File: config.mk
export PLATFORM = sky130hd
export DESIGN_NAME = chgconv_readout
export DESIGN_NICKNAME = d
export VERILOG_FILES = /design/src/rtl/chgconv_pkg.sv /design/src/rtl/chgconv_powerup.sv /design/src/rtl/chgconv_timebase.sv /design/src/rtl/chgconv_frame_rx.sv /design/src/rtl/chgconv_readout.sv
export SDC_FILE = /design/constraint.sdc
export NUM_CORES = 1
export LEC_CHECK = 0
export ABC_AREA = 1
export BUFFER_PORTS_ARGS = -buffer_cell sky130_fd_sc_hd__buf_2
export CAP_MARGIN = 0
export CORE_ASPECT_RATIO = 1.4
export CORE_MARGIN = 2
export CORE_UTILIZATION = 41
export CTS_CLUSTER_SIZE = 14
export DETAILED_ROUTE_END_ITERATION = 10
export MAX_ROUTING_LAYER = met4
export PLACE_DENSITY_LB_ADDON = 0.12
export SLEW_MARGIN = 25
export SYNTH_ARGS = -nofsm -noshare
export SYNTH_HDL_FRONTEND = slang
export SYNTH_SLANG_ARGS = --single-unit
File: constraint.sdc
create_clock -name clk -period 2.6 [get_ports clk]
set_clock_uncertainty 0.15 [all_clocks]
set_input_delay 0.52 -clock clk [delete_from_list [all_inputs] [get_ports clk]]
set_output_delay 0.52 -clock clk [all_outputs]
set_load 0.02 [all_outputs]
File: src/rtl/chgconv_pkg.sv
// Package: shared sizes and the run-time configuration levels of the
// charge-converter readout sequencer. Assumes 16-bit output format only.
package chgconv_pkg;
    localparam int NCH        = 8;
    localparam int CH_W       = 16;
    localparam int FRAME_BITS = NCH * CH_W;

    typedef struct packed {
        logic       fmt;
        logic [2:0] rng;
        logic       hispd;
        logic       clk4x;
        logic       test;
    } cfg_t;

    localparam cfg_t CFG_RUN = '{fmt: 1'b0, rng: 3'b111, hispd: 1'b1,
                                 clk4x: 1'b0, test: 1'b1};
endpackage

File: src/rtl/chgconv_powerup.sv
// Power-up sequencer: counts SETTLE_CYC cycles after reset and then raises
// released_o for good. Assumes SETTLE_CYC >= 1.
module chgconv_powerup #(
    parameter int SETTLE_CYC = 7_500_000
) (
    input  logic clk,
    input  logic rst_n,
    output logic released_o
);
    localparam int CW = $clog2(SETTLE_CYC + 1);

    logic [CW-1:0] cnt_q;
    logic          rel_q;

    // Count the settling interval, then latch the release.
    always_ff @(posedge clk) begin
        if (!rst_n) begin
            cnt_q <= '0;
            rel_q <= 1'b0;
        end else if (!rel_q) begin
            if (cnt_q == CW'(SETTLE_CYC - 1)) rel_q <= 1'b1;
            else                              cnt_q <= cnt_q + 1'b1;
        end
    end

    assign released_o = rel_q;

    // once released, the converter stays out of reset
    a_r1_release_stays: assert property (@(posedge clk) disable iff (!rst_n)
        rel_q |=> rel_q);
endmodule

File: src/rtl/chgconv_timebase.sv
// Timebase: master clock (MCLK_HALF cycles per level) and conversion toggle
// (CONV_HALF cycles per level). Both sit low while run_i is 0. tick_o
// marks the cycle whose edge raises the master clock.
module chgconv_timebase #(
    parameter int MCLK_HALF = 1250,
    parameter int CONV_HALF = 125_000
) (
    input  logic clk,
    input  logic rst_n,
    input  logic run_i,
    output logic mclk_o,
    output logic conv_o,
    output logic tick_o
);
    localparam int MW = $clog2(MCLK_HALF + 1);
    localparam int CW = $clog2(CONV_HALF + 1);

    logic [MW-1:0] mcnt_q;
    logic [CW-1:0] ccnt_q;
    logic          mclk_q, conv_q;
    logic          mwrap, cwrap;

    assign mwrap  = (mcnt_q == MW'(MCLK_HALF - 1));
    assign cwrap  = (ccnt_q == CW'(CONV_HALF - 1));
    assign tick_o = run_i && mwrap && !mclk_q;

    // Master clock divider.
    always_ff @(posedge clk) begin
        if (!rst_n || !run_i) begin
            mcnt_q <= '0;
            mclk_q <= 1'b0;
        end else if (mwrap) begin
            mcnt_q <= '0;
            mclk_q <= ~mclk_q;
        end else begin
            mcnt_q <= mcnt_q + 1'b1;
        end
    end

    // Conversion phase toggle.
    always_ff @(posedge clk) begin
        if (!rst_n || !run_i) begin
            ccnt_q <= '0;
            conv_q <= 1'b0;
        end else if (cwrap) begin
            ccnt_q <= '0;
            conv_q <= ~conv_q;
        end else begin
            ccnt_q <= ccnt_q + 1'b1;
        end
    end

    assign mclk_o = mclk_q;
    assign conv_o = conv_q;

    // both outputs are quiet one cycle after run is low
    a_r4_quiet_when_stopped: assert property (@(posedge clk) disable iff (!rst_n)
        !run_i |=> (!mclk_q && !conv_q));
    // master clock counter never passes its limit
    a_r3_mcnt_bound: assert property (@(posedge clk) disable iff (!rst_n)
        mcnt_q < MW'(MCLK_HALF));
endmodule

File: src/rtl/chgconv_frame_rx.sv
// Frame receiver: synchronises ready and data, starts a frame on a falling
// ready edge, toggles the data clock on each master clock tick, takes a bit
// on every data clock fall and routes it to its channel (highest channel
// first, MSB first). Assumes sdat_i is stable for 2 cycles before a fall.
module chgconv_frame_rx
    import chgconv_pkg::*;
(
    input  logic                  clk,
    input  logic                  rst_n,
    input  logic                  run_i,
    input  logic                  tick_i,
    input  logic                  rdy_n_i,
    input  logic                  sdat_i,
    output logic                  dclk_o,
    output logic                  vld_o,
    output logic [FRAME_BITS-1:0] data_o,
    output logic                  ovr_o
);
    localparam int BW = $clog2(FRAME_BITS + 1);
    localparam int PW = $clog2(CH_W);

    logic          rdy_m, rdy_s, rdy_d, sdat_m, sdat_s;
    logic          busy_q, dclk_q, vld_q, ovr_q;
    logic [BW-1:0] bit_cnt;
    logic [BW-1:0] slot;
    logic [PW-1:0] bpos;
    logic          rdy_fall, cap_en, fin;

    // Two-flop synchronisers plus an edge register on ready.
    always_ff @(posedge clk) begin
        if (!rst_n) begin
            rdy_m <= 1'b1; rdy_s <= 1'b1; rdy_d <= 1'b1;
            sdat_m <= 1'b0; sdat_s <= 1'b0;
        end else begin
            rdy_m <= rdy_n_i; rdy_s <= rdy_m; rdy_d <= rdy_s;
            sdat_m <= sdat_i; sdat_s <= sdat_m;
        end
    end

    assign rdy_fall = rdy_d && !rdy_s;
    assign cap_en   = busy_q && tick_i && dclk_q;
    assign fin      = cap_en && (bit_cnt == BW'(FRAME_BITS - 1));
    assign slot     = bit_cnt / BW'(CH_W);
    assign bpos     = PW'(CH_W - 1) - PW'(bit_cnt % BW'(CH_W));

    // Frame control: start, data clock, bit count, strobe and overrun.
    always_ff @(posedge clk) begin
        if (!rst_n) begin
            busy_q  <= 1'b0;
            dclk_q  <= 1'b0;
            vld_q   <= 1'b0;
            ovr_q   <= 1'b0;
            bit_cnt <= '0;
        end else begin
            vld_q <= fin;
            if (busy_q && rdy_fall) ovr_q <= 1'b1;
            if (!busy_q) begin
                bit_cnt <= '0;
                if (run_i && rdy_fall) busy_q <= 1'b1;
            end else if (tick_i) begin
                dclk_q <= ~dclk_q;
                if (dclk_q) begin
                    bit_cnt <= bit_cnt + 1'b1;
                    if (fin) busy_q <= 1'b0;
                end
            end
        end
    end

    // One working and one output register per channel.
    for (genvar c = 0; c < NCH; c++) begin : g_ch
        localparam int SLOT = NCH - 1 - c;
        logic [CH_W-1:0] work_q, work_nxt, out_q;

        // Place the incoming bit when this channel's slot is on the wire.
        always_comb begin
            work_nxt = work_q;
            if (cap_en && slot == BW'(SLOT)) work_nxt[bpos] = sdat_s;
        end

        // Hold the working value; publish it at frame end.
        always_ff @(posedge clk) begin
            if (!rst_n) begin
                work_q <= '0;
                out_q  <= '0;
            end else begin
                work_q <= work_nxt;
                if (fin) out_q <= work_nxt;
            end
        end

        assign data_o[c*CH_W +: CH_W] = out_q;
    end

    assign dclk_o = dclk_q;
    assign vld_o  = vld_q;
    assign ovr_o  = ovr_q;

    // data clock is low whenever no frame is in progress
    a_r5_dclk_idle_low: assert property (@(posedge clk) disable iff (!rst_n)
        !busy_q |-> !dclk_q);
    // bit count stays inside one frame
    a_r5_count_bound: assert property (@(posedge clk) disable iff (!rst_n)
        busy_q |-> bit_cnt < BW'(FRAME_BITS));
    // no frame before release
    a_r6_no_start_before_run: assert property (@(posedge clk) disable iff (!rst_n)
        !run_i |-> !busy_q);
    // valid strobe lasts a single cycle
    a_r8_valid_single: assert property (@(posedge clk) disable iff (!rst_n)
        vld_q |=> !vld_q);
    // results change only with the strobe
    a_r8_data_hold: assert property (@(posedge clk) disable iff (!rst_n)
        !vld_q |-> $stable(data_o));
    // overrun is sticky
    a_r9_overrun_sticky: assert property (@(posedge clk) disable iff (!rst_n)
        ovr_q |=> ovr_q);
endmodule

File: src/rtl/chgconv_readout.sv
// Top: charge-converter readout sequencer. Ties the power-up sequencer, the
// timebase and the frame receiver together and drives the static
// configuration levels once the converter is released.
module chgconv_readout
    import chgconv_pkg::*;
#(
    parameter int MCLK_HALF  = 1250,
    parameter int CONV_HALF  = 125_000,
    parameter int SETTLE_CYC = 7_500_000
) (
    input  logic                  clk,
    input  logic                  rst_n,
    output logic                  conv_rst_n_o,
    output logic                  cfg_fmt_o,
    output logic [2:0]            cfg_rng_o,
    output logic                  cfg_hispd_o,
    output logic                  cfg_clk4x_o,
    output logic                  cfg_test_o,
    output logic                  mclk_o,
    output logic                  conv_o,
    output logic                  dclk_o,
    input  logic                  rdy_n_i,
    input  logic                  sdat_i,
    output logic                  frame_vld_o,
    output logic [FRAME_BITS-1:0] ch_data_o,
    output logic                  overrun_o
);
    logic released, tick;
    cfg_t cfg;

    chgconv_powerup #(.SETTLE_CYC(SETTLE_CYC)) u_pwr (
        .clk(clk), .rst_n(rst_n), .released_o(released));

    chgconv_timebase #(.MCLK_HALF(MCLK_HALF), .CONV_HALF(CONV_HALF)) u_tb (
        .clk(clk), .rst_n(rst_n), .run_i(released),
        .mclk_o(mclk_o), .conv_o(conv_o), .tick_o(tick));

    chgconv_frame_rx u_rx (
        .clk(clk), .rst_n(rst_n), .run_i(released), .tick_i(tick),
        .rdy_n_i(rdy_n_i), .sdat_i(sdat_i), .dclk_o(dclk_o),
        .vld_o(frame_vld_o), .data_o(ch_data_o), .ovr_o(overrun_o));

    assign cfg          = released ? CFG_RUN : '0;
    assign conv_rst_n_o = released;
    assign cfg_fmt_o    = cfg.fmt;
    assign cfg_rng_o    = cfg.rng;
    assign cfg_hispd_o  = cfg.hispd;
    assign cfg_clk4x_o  = cfg.clk4x;
    assign cfg_test_o   = cfg.test;

    // all clocks quiet while the converter is in reset
    a_r3_clocks_quiet_in_reset: assert property (@(posedge clk) disable iff (!rst_n)
        !conv_rst_n_o |-> (!mclk_o && !conv_o && !dclk_o));
    // configuration frozen after release
    a_r2_cfg_stable: assert property (@(posedge clk) disable iff (!rst_n)
        conv_rst_n_o |=> ($stable(cfg_rng_o) && $stable(cfg_test_o) && $stable(cfg_hispd_o)));
endmodule

## After elaboration in Yosys (flattened, before gate mapping)

Cells that the tools add are included.

| storage, ports and cells | value |
|---|---|
| register bits | 327 |
| output and inout bits | 141 |
| word-level logic and storage cells | 110 |

| operators by class | value |
|---|---|
| add/subtract/negate cells | 5 |
| order comparisons | 2 |
| eq/ne operators | 11 |
| muxes and demuxes | 26 |
| bitwise logic cells | 5 |
| reductions and logical operators | 29 |

Operators with widths:

| kind | number |
|---|---|
| 16-bit bitwise mux | 8 |
| 16-bit 2-to-1 mux | 8 |
| 23-bit by 1-bit adder with 23-bit output (second input constant) | 1 |
| 23-bit == test (second input constant) | 1 |
| 17-bit by 1-bit adder with 17-bit output (second input constant) | 1 |
| 17-bit == test (second input constant) | 1 |
| 1-bit logical AND | 17 |
| 4-bit by 3-bit == test with 1-bit output (second input constant) | 4 |
| 11-bit by 1-bit adder with 11-bit output (second input constant) | 1 |
| 11-bit == test (second input constant) | 1 |
| 8-bit by 1-bit adder with 8-bit output (second input constant) | 1 |
| 4-bit by 2-bit == test with 1-bit output (second input constant) | 2 |
| 8-bit by 7-bit == test with 1-bit output (second input constant) | 1 |
| 8-bit zero test | 1 |
| 1-bit 2-to-1 mux | 8 |
| 2-bit AND reduction | 4 |
| 6-bit 2-to-1 mux | 1 |
| 4-bit by 5-bit less-than comparator with 1-bit output (second input constant) | 1 |
| 1-bit inverter | 5 |
| 1-bit demux with 4-bit select | 1 |
| 4-bit by 1-bit == test with 1-bit output (second input constant) | 1 |
| 4-bit by 1-bit >= comparator with 1-bit output (second input constant) | 1 |
| 1-bit zero test | 4 |
| 2-bit OR reduction | 2 |
| 2 further kinds | 2 |

## Longest topological paths before layout

| logic depth | value |
|---|---|
| depth in word-level cells | 10 |
| mapped depth | 13 |
| mapped depth without buffers | 11 |

## By module

From an unflattened synthesis, not the netlist that was laid out.

| second synthesis, totals | value |
|---|---|
| cells, all modules | 2239 |
| area total of the unflattened synthesis | 14875.5 µm² |

By module, submodules not included:

| module | times used | cells each | area an instance (µm²) | sequential area each (µm²) |
|---|---|---|---|---|
| chgconv_frame_rx | 1 | 1763 | 11780.0 | 5445.2 |
| chgconv_timebase | 1 | 236 | 1600.3 | 600.6 |
| chgconv_powerup | 1 | 232 | 1438.9 | 480.5 |
| chgconv_readout | 1 | 8 | 56.3 | 0.0 |

## Worst setup path after synthesis

No wires, ideal clock.

| path | value |
|---|---|
| kind | flip-flop to flip-flop |
| start point | register u_tb.mcnt_q[0] |
| end point | register u_rx.g_ch[5].out_q[10] |
| setup time | 0.112 ns |
| arrival time | 1.675 ns |
| required time | 2.338 ns |
| path slack | 0.663 ns |
| cell stages (with the launch flop) | 13 |
| path buffers | 2 |
| period minus slack after synthesis | 1.937 ns |
| cells stage by stage | dfxtp_1 > ha_1 > nand2_1 > nor2_2 > nand4_2 > nor2_2 > buf_6 > nand3_2 > buf_2 > nand2_1 > nand2_1 > nor2_1 > nor2_1 |

| on the way | value |
|---|---|
| word-level cells in the longest chain between the ends | 7 |

RTL lines:

| element | line | RTL |
|---|---|---|
| from (decl) | chgconv_timebase.sv:18 | `logic [MW-1:0] mcnt_q;` |
| from (signal assigned) | chgconv_timebase.sv:36 | `mcnt_q <= mcnt_q + 1'b1;` |
| 11-bit == test (*) | chgconv_timebase.sv:23 | `assign mwrap = (mcnt_q == MW'(MCLK_HALF - 1));` |
| 1-bit logical AND (*) (2 in a row) | chgconv_timebase.sv:25 | `assign tick_o = run_i && mwrap && !mclk_q;` |
| 1-bit logical AND (*) (2 in a row) | chgconv_frame_rx.sv:41 | `assign cap_en = busy_q && tick_i && dclk_q;` |
| 1-bit logical AND | chgconv_frame_rx.sv:78 | `if (cap_en && slot == BW'(SLOT)) work_nxt[bpos] = sdat_s;` |
| 16-bit 2-to-1 mux | chgconv_frame_rx.sv:78 |  |
| to (signal assigned) | chgconv_frame_rx.sv:88 | `if (fin) out_q <= work_nxt;` |
| to (decl) | chgconv_frame_rx.sv:73 | `logic [CH_W-1:0] work_q, work_nxt, out_q;` |

Mark *: on every way between the ends. The rest lies on a longest branch, timed or not.
A chain may end at the register's enable or synchronous reset.

## Worst setup path after layout

| path | value |
|---|---|
| start point | register u_rx.bit_cnt[0] |
| end point | register u_rx.g_ch[0].out_q[12] |

| on the way | value |
|---|---|
| word-level cells in the longest chain between the ends | 7 |

RTL lines:

| element | line | RTL |
|---|---|---|
| from (decl) | chgconv_frame_rx.sv:24 | `logic [BW-1:0] bit_cnt;` |
| from (signal assigned) | chgconv_frame_rx.sv:63 | `bit_cnt <= bit_cnt + 1'b1;` |
| 4-bit subtractor | chgconv_frame_rx.sv:44 | `assign bpos = PW'(CH_W - 1) - PW'(bit_cnt % BW'(CH_W));` |
| 4-bit by 5-bit less-than comparator with 1-bit output (implied by the code) / 4-bit by 1-bit >= comparator with 1-bit output (equally long branches) | chgconv_frame_rx.sv:78 |  |
| 1-bit logical AND (implied by the code) | chgconv_frame_rx.sv:78 |  |
| 1-bit 2-to-1 mux (implied by the code) | chgconv_frame_rx.sv:78 |  |
| 1-bit demux with 4-bit select | - |  |
| 16-bit bitwise mux | chgconv_frame_rx.sv:78 |  |
| 16-bit 2-to-1 mux | chgconv_frame_rx.sv:78 |  |
| to (signal assigned) | chgconv_frame_rx.sv:88 |  |
| to (decl) | chgconv_frame_rx.sv:73 |  |

Parallel ways exist; a longest one is shown, timed or not.

==> results.txt <==
Worst slew margin = 0.519
Fin Setup TNS = 0 ps
Placed cell count = 2848
YS warnings = 0
H-Tree Depth = 2
DRT Pass-1 Iters = 6
WHS Endpoint = u_rx.sdat_m$_SDFF_PN0_
Num CTS Buffers = 36
Buffers & Inverters on Critical Path = 2
Slew @ Worst Pin = 720 ps
Mapped Cells = 2316
Chip Height = 232 µm
Post-DRT Antenna Nets = 0
Routed wire per std cell = 16.2 µm
Layout Nets = 2431
Max Cap Viol = 0
Largest net degree at the start of global routing = 123
Largest family of logic cells by synthesized area = simple AND/OR/NAND/NOR gates
Worst Hold Depth = 3
DR DRC count = 0
Critical Path Most Common Cell = nor2_1
Clk slew on worst S/H paths = 60 ps
Synth top area share = 0.427
DP Area = 16500 µm²
Vias in the first global route = 14200
Post-Synth Simple-Gate Area = 0.351
Crit path cell chain = ha_1 -> inv_1 -> buf_4 -> nor2_1 -> nand2_1 -> o21ai_0 -> nor3_1 -> nor2_1
Post-CTS setup buffer count = 0
Worst skew pair latency = 540 ps
Yosys cell types = 32
Area Growth Syn to Fin = 15.5%
Slowest stage delay, CP = 430 ps
CP top delay family = simple AND/OR/NAND/NOR gates
Flop2flop setup slack = 180 ps
Fin cells = 2909
Post-synthesis mux area share = 0
Port bufs = 142
Total power draw = 0.0102 W
Final period util = 0.932
Core region area = 36700 µm²
Post-CTS Resized = 0
Fin. max-slew vios = 0
Top FF cell, synth = dfxtp_1
Setup CP Type = flop to flop
Die Area = 38800 µm²
Register area share after synthesis = 0.427
Power Density = 579 nW/µm²
Syn Area/Cell = 6.59 µm²
Number of flops mapped to enable cells by yosys = 0
CP endpoint kind = flop
Root Buffer Master = clkbuf_16
# rows = 83
Slowest CP cell = nor3_1
Synth area leaders = dfxtp_1 43%, nand2_1 18%, nor2_1 7.6%
GRT overflow = 0
Most common cell in the netlist = nand2_1
Worst path arrival time = 2680 ps
I/O pins = 145
VDD IR-drop max = 0.000475 V
Startpoint types = flop
# setup viols final = 0
Reg-to-Reg Start = u_rx.bit_cnt[0]$_SDFFE_PN0P_
Vias per inst = 5.15
CTS max path bufs = 3
RSZ-0062 raised after global routing = false
Synth top cells by count = 746 x nand2_1, 326 x dfxtp_1, 310 x nor2_1
Final WL = 47200 µm
CTS sink cnt = 326
Compound-Gate Fraction of Synth Area = 0.107
Layout cells sized above 1 = 0.114
Cell depth of the worst flop-to-flop path = 8
Die W = 167 µm
N_diodes = 0
Worst R2R End = u_rx.g_ch[0].out_q[12]$_SDFFE_PN0P_
Pleak = 8.85 nW
Worst min-delay path category = input pin to flop
Initial Util = 0.417
Register bit total from synthesis = 326
Final critical-path required period = 2420 ps
Async S/R FF share, synth = 0
Total GRT Usage = 0.247
Fmax = 0.413 GHz
CTS tree = yes
Routability cong. = 0.851
DR iter-0 viols = 1064
Hold wc startpoint = sdat_i
Cell taking the most area after synthesis = dfxtp_1
Initial antenna violation count = 0
Status = finished, final reports clean
Post-synthesis adder-cell area fraction = 0.00655
First-pass GRT wire length = 75100 µm
HPWL Detailed = 30100 µm
Hold_buf cts = 0
Mapped cell area = 15300 µm²
Crit path max fanout = 10
DR vias = 15000
Xor and xnor area share after synthesis = 0.0126
Design area = 17600 µm²
Hold violation count in the final report = 0
CP required = 2860 ps
per-layer routing:
layer	share of wire	global-route usage	wire [µm]
met5	0	-	0
met4	0.044	0.103	2070
met3	0.049	0.0302	2290
met2	0.48	0.420	22700
met1	0.43	0.294	20100
worst reg2reg max path, delay by kind of cell (launching register included):
kind | cells | cell delay, ps
flops | 1 | 360
simple gates | 4 | 890
fa+ha+maj | 1 | 240
buf+inv | 2 | 480
compound gates | 1 | 190
report_power, final:
| part | switching [W] | internal (W) | total [W] |
|---|---|---|---|
| clock network | 0.00211 | 0.00298 | 0.00509 |
| logic | 0.0000973 | 0.0000230 | 0.000120 |
| registers | 0.00000715 | 0.00500 | 0.00501 |
| total | 0.00222 | 0.00800 | 0.0102 |
layout by cell type (no fill, tap or decap), types with 3 or more instances in the layout:
| master | synthesis | final |
|---|---|---|
| o21a_1 | 3 | 3 |
| dfxtp_1 | 326 | 325 |
| nand2_1 | 746 | 746 |
| buf_12 | 0 | 7 |
| clkbuf_1 | 91 | 9 |
| o21ai_0 | 151 | 151 |
| nor3b_1 | 8 | 8 |
| a21oi_1 | 168 | 168 |
| nor2_1 | 310 | 310 |
| nor3_2 | 4 | 4 |
| nor3_1 | 39 | 39 |
| clkbuf_16 | 0 | 37 |
| clkbuf_8 | 0 | 6 |
| ha_1 | 8 | 8 |
| nand3_2 | 5 | 5 |
| buf_4 | 7 | 56 |
| nor4_1 | 5 | 5 |
| xor2_1 | 16 | 16 |
| nand3_1 | 22 | 22 |
| inv_1 | 210 | 209 |
| buf_2 | 28 | 141 |
| nand3b_1 | 3 | 3 |
| nor2_2 | 4 | 3 |
| xnor2_1 | 6 | 6 |
| nand4_1 | 128 | 128 |
| or2_2 | 3 | 3 |
| clkinv_2 | 0 | 5 |
kinds of logic (layout without fill, tap and decap cells):
| kind of cell | Yosys count | count (layout) |
|---|---|---|
| compound gates | 325 | 325 |
| xor+xnor | 22 | 22 |
| fa+ha+maj | 8 | 8 |
| buf+inv | 353 | 478 |
| flops | 326 | 326 |
| other cells | 1 | 2 |
| simple gates | 1281 | 1281 |
state kept, by name (all words and copies together), names as in the netlist, 8 cells and up:
| name | cells |
|---|---|
| u_pwr.cnt_q | 23 |
| u_rx.bit_cnt | 8 |
| u_rx.g_ch.out_q | 128 |
| u_rx.g_ch.work_q | 127 |
| u_tb.ccnt_q | 17 |
| u_tb.mcnt_q | 11 |
worst max path at each step:
stage                                  from                                  end  slack, ps  depth (start not counted)
2_1_floorplan     u_tb.mcnt_q[0]$_SDFF_PP0_  u_rx.g_ch[5].out_q[10]$_SDFFE_PN0P_        660                         12
3_3_place_gp   u_rx.bit_cnt[0]$_SDFFE_PN0P_  u_rx.g_ch[0].out_q[12]$_SDFFE_PN0P_        160                          8
3_5_place_dp   u_rx.bit_cnt[0]$_SDFFE_PN0P_  u_rx.g_ch[0].out_q[12]$_SDFFE_PN0P_        190                          8
4_1_cts        u_rx.bit_cnt[0]$_SDFFE_PN0P_  u_rx.g_ch[0].out_q[12]$_SDFFE_PN0P_        180                          8
5_1_grt        u_rx.bit_cnt[0]$_SDFFE_PN0P_  u_rx.g_ch[2].out_q[12]$_SDFFE_PN0P_         60                         11
6_report       u_rx.bit_cnt[0]$_SDFFE_PN0P_  u_rx.g_ch[0].out_q[12]$_SDFFE_PN0P_        180                          8
through the flow:
stage                      util  setup WS (ps)  hold WS [ps]
final                     0.481            178          20.8
after global routing      0.481           55.0          31.1
after CTS                 0.481            181          10.8
after detailed placement  0.450            186           252
after global placement    0.450            156           247
after floorplan               -            663           240
layout make-up:
| class | count | area, µm² |
|---|---|---|
| fill | 3780 | 19000 |
| multi-input combinational | 1638 | 7310 |
| sequential | 326 | 6530 |
| timing repair buffer | 204 | 1270 |
| clock buffer | 52 | 1040 |
| inverter | 213 | 802 |
| tap | 467 | 584 |
| clock inverter | 9 | 101 |
Power figures use the tool's default switching activity.
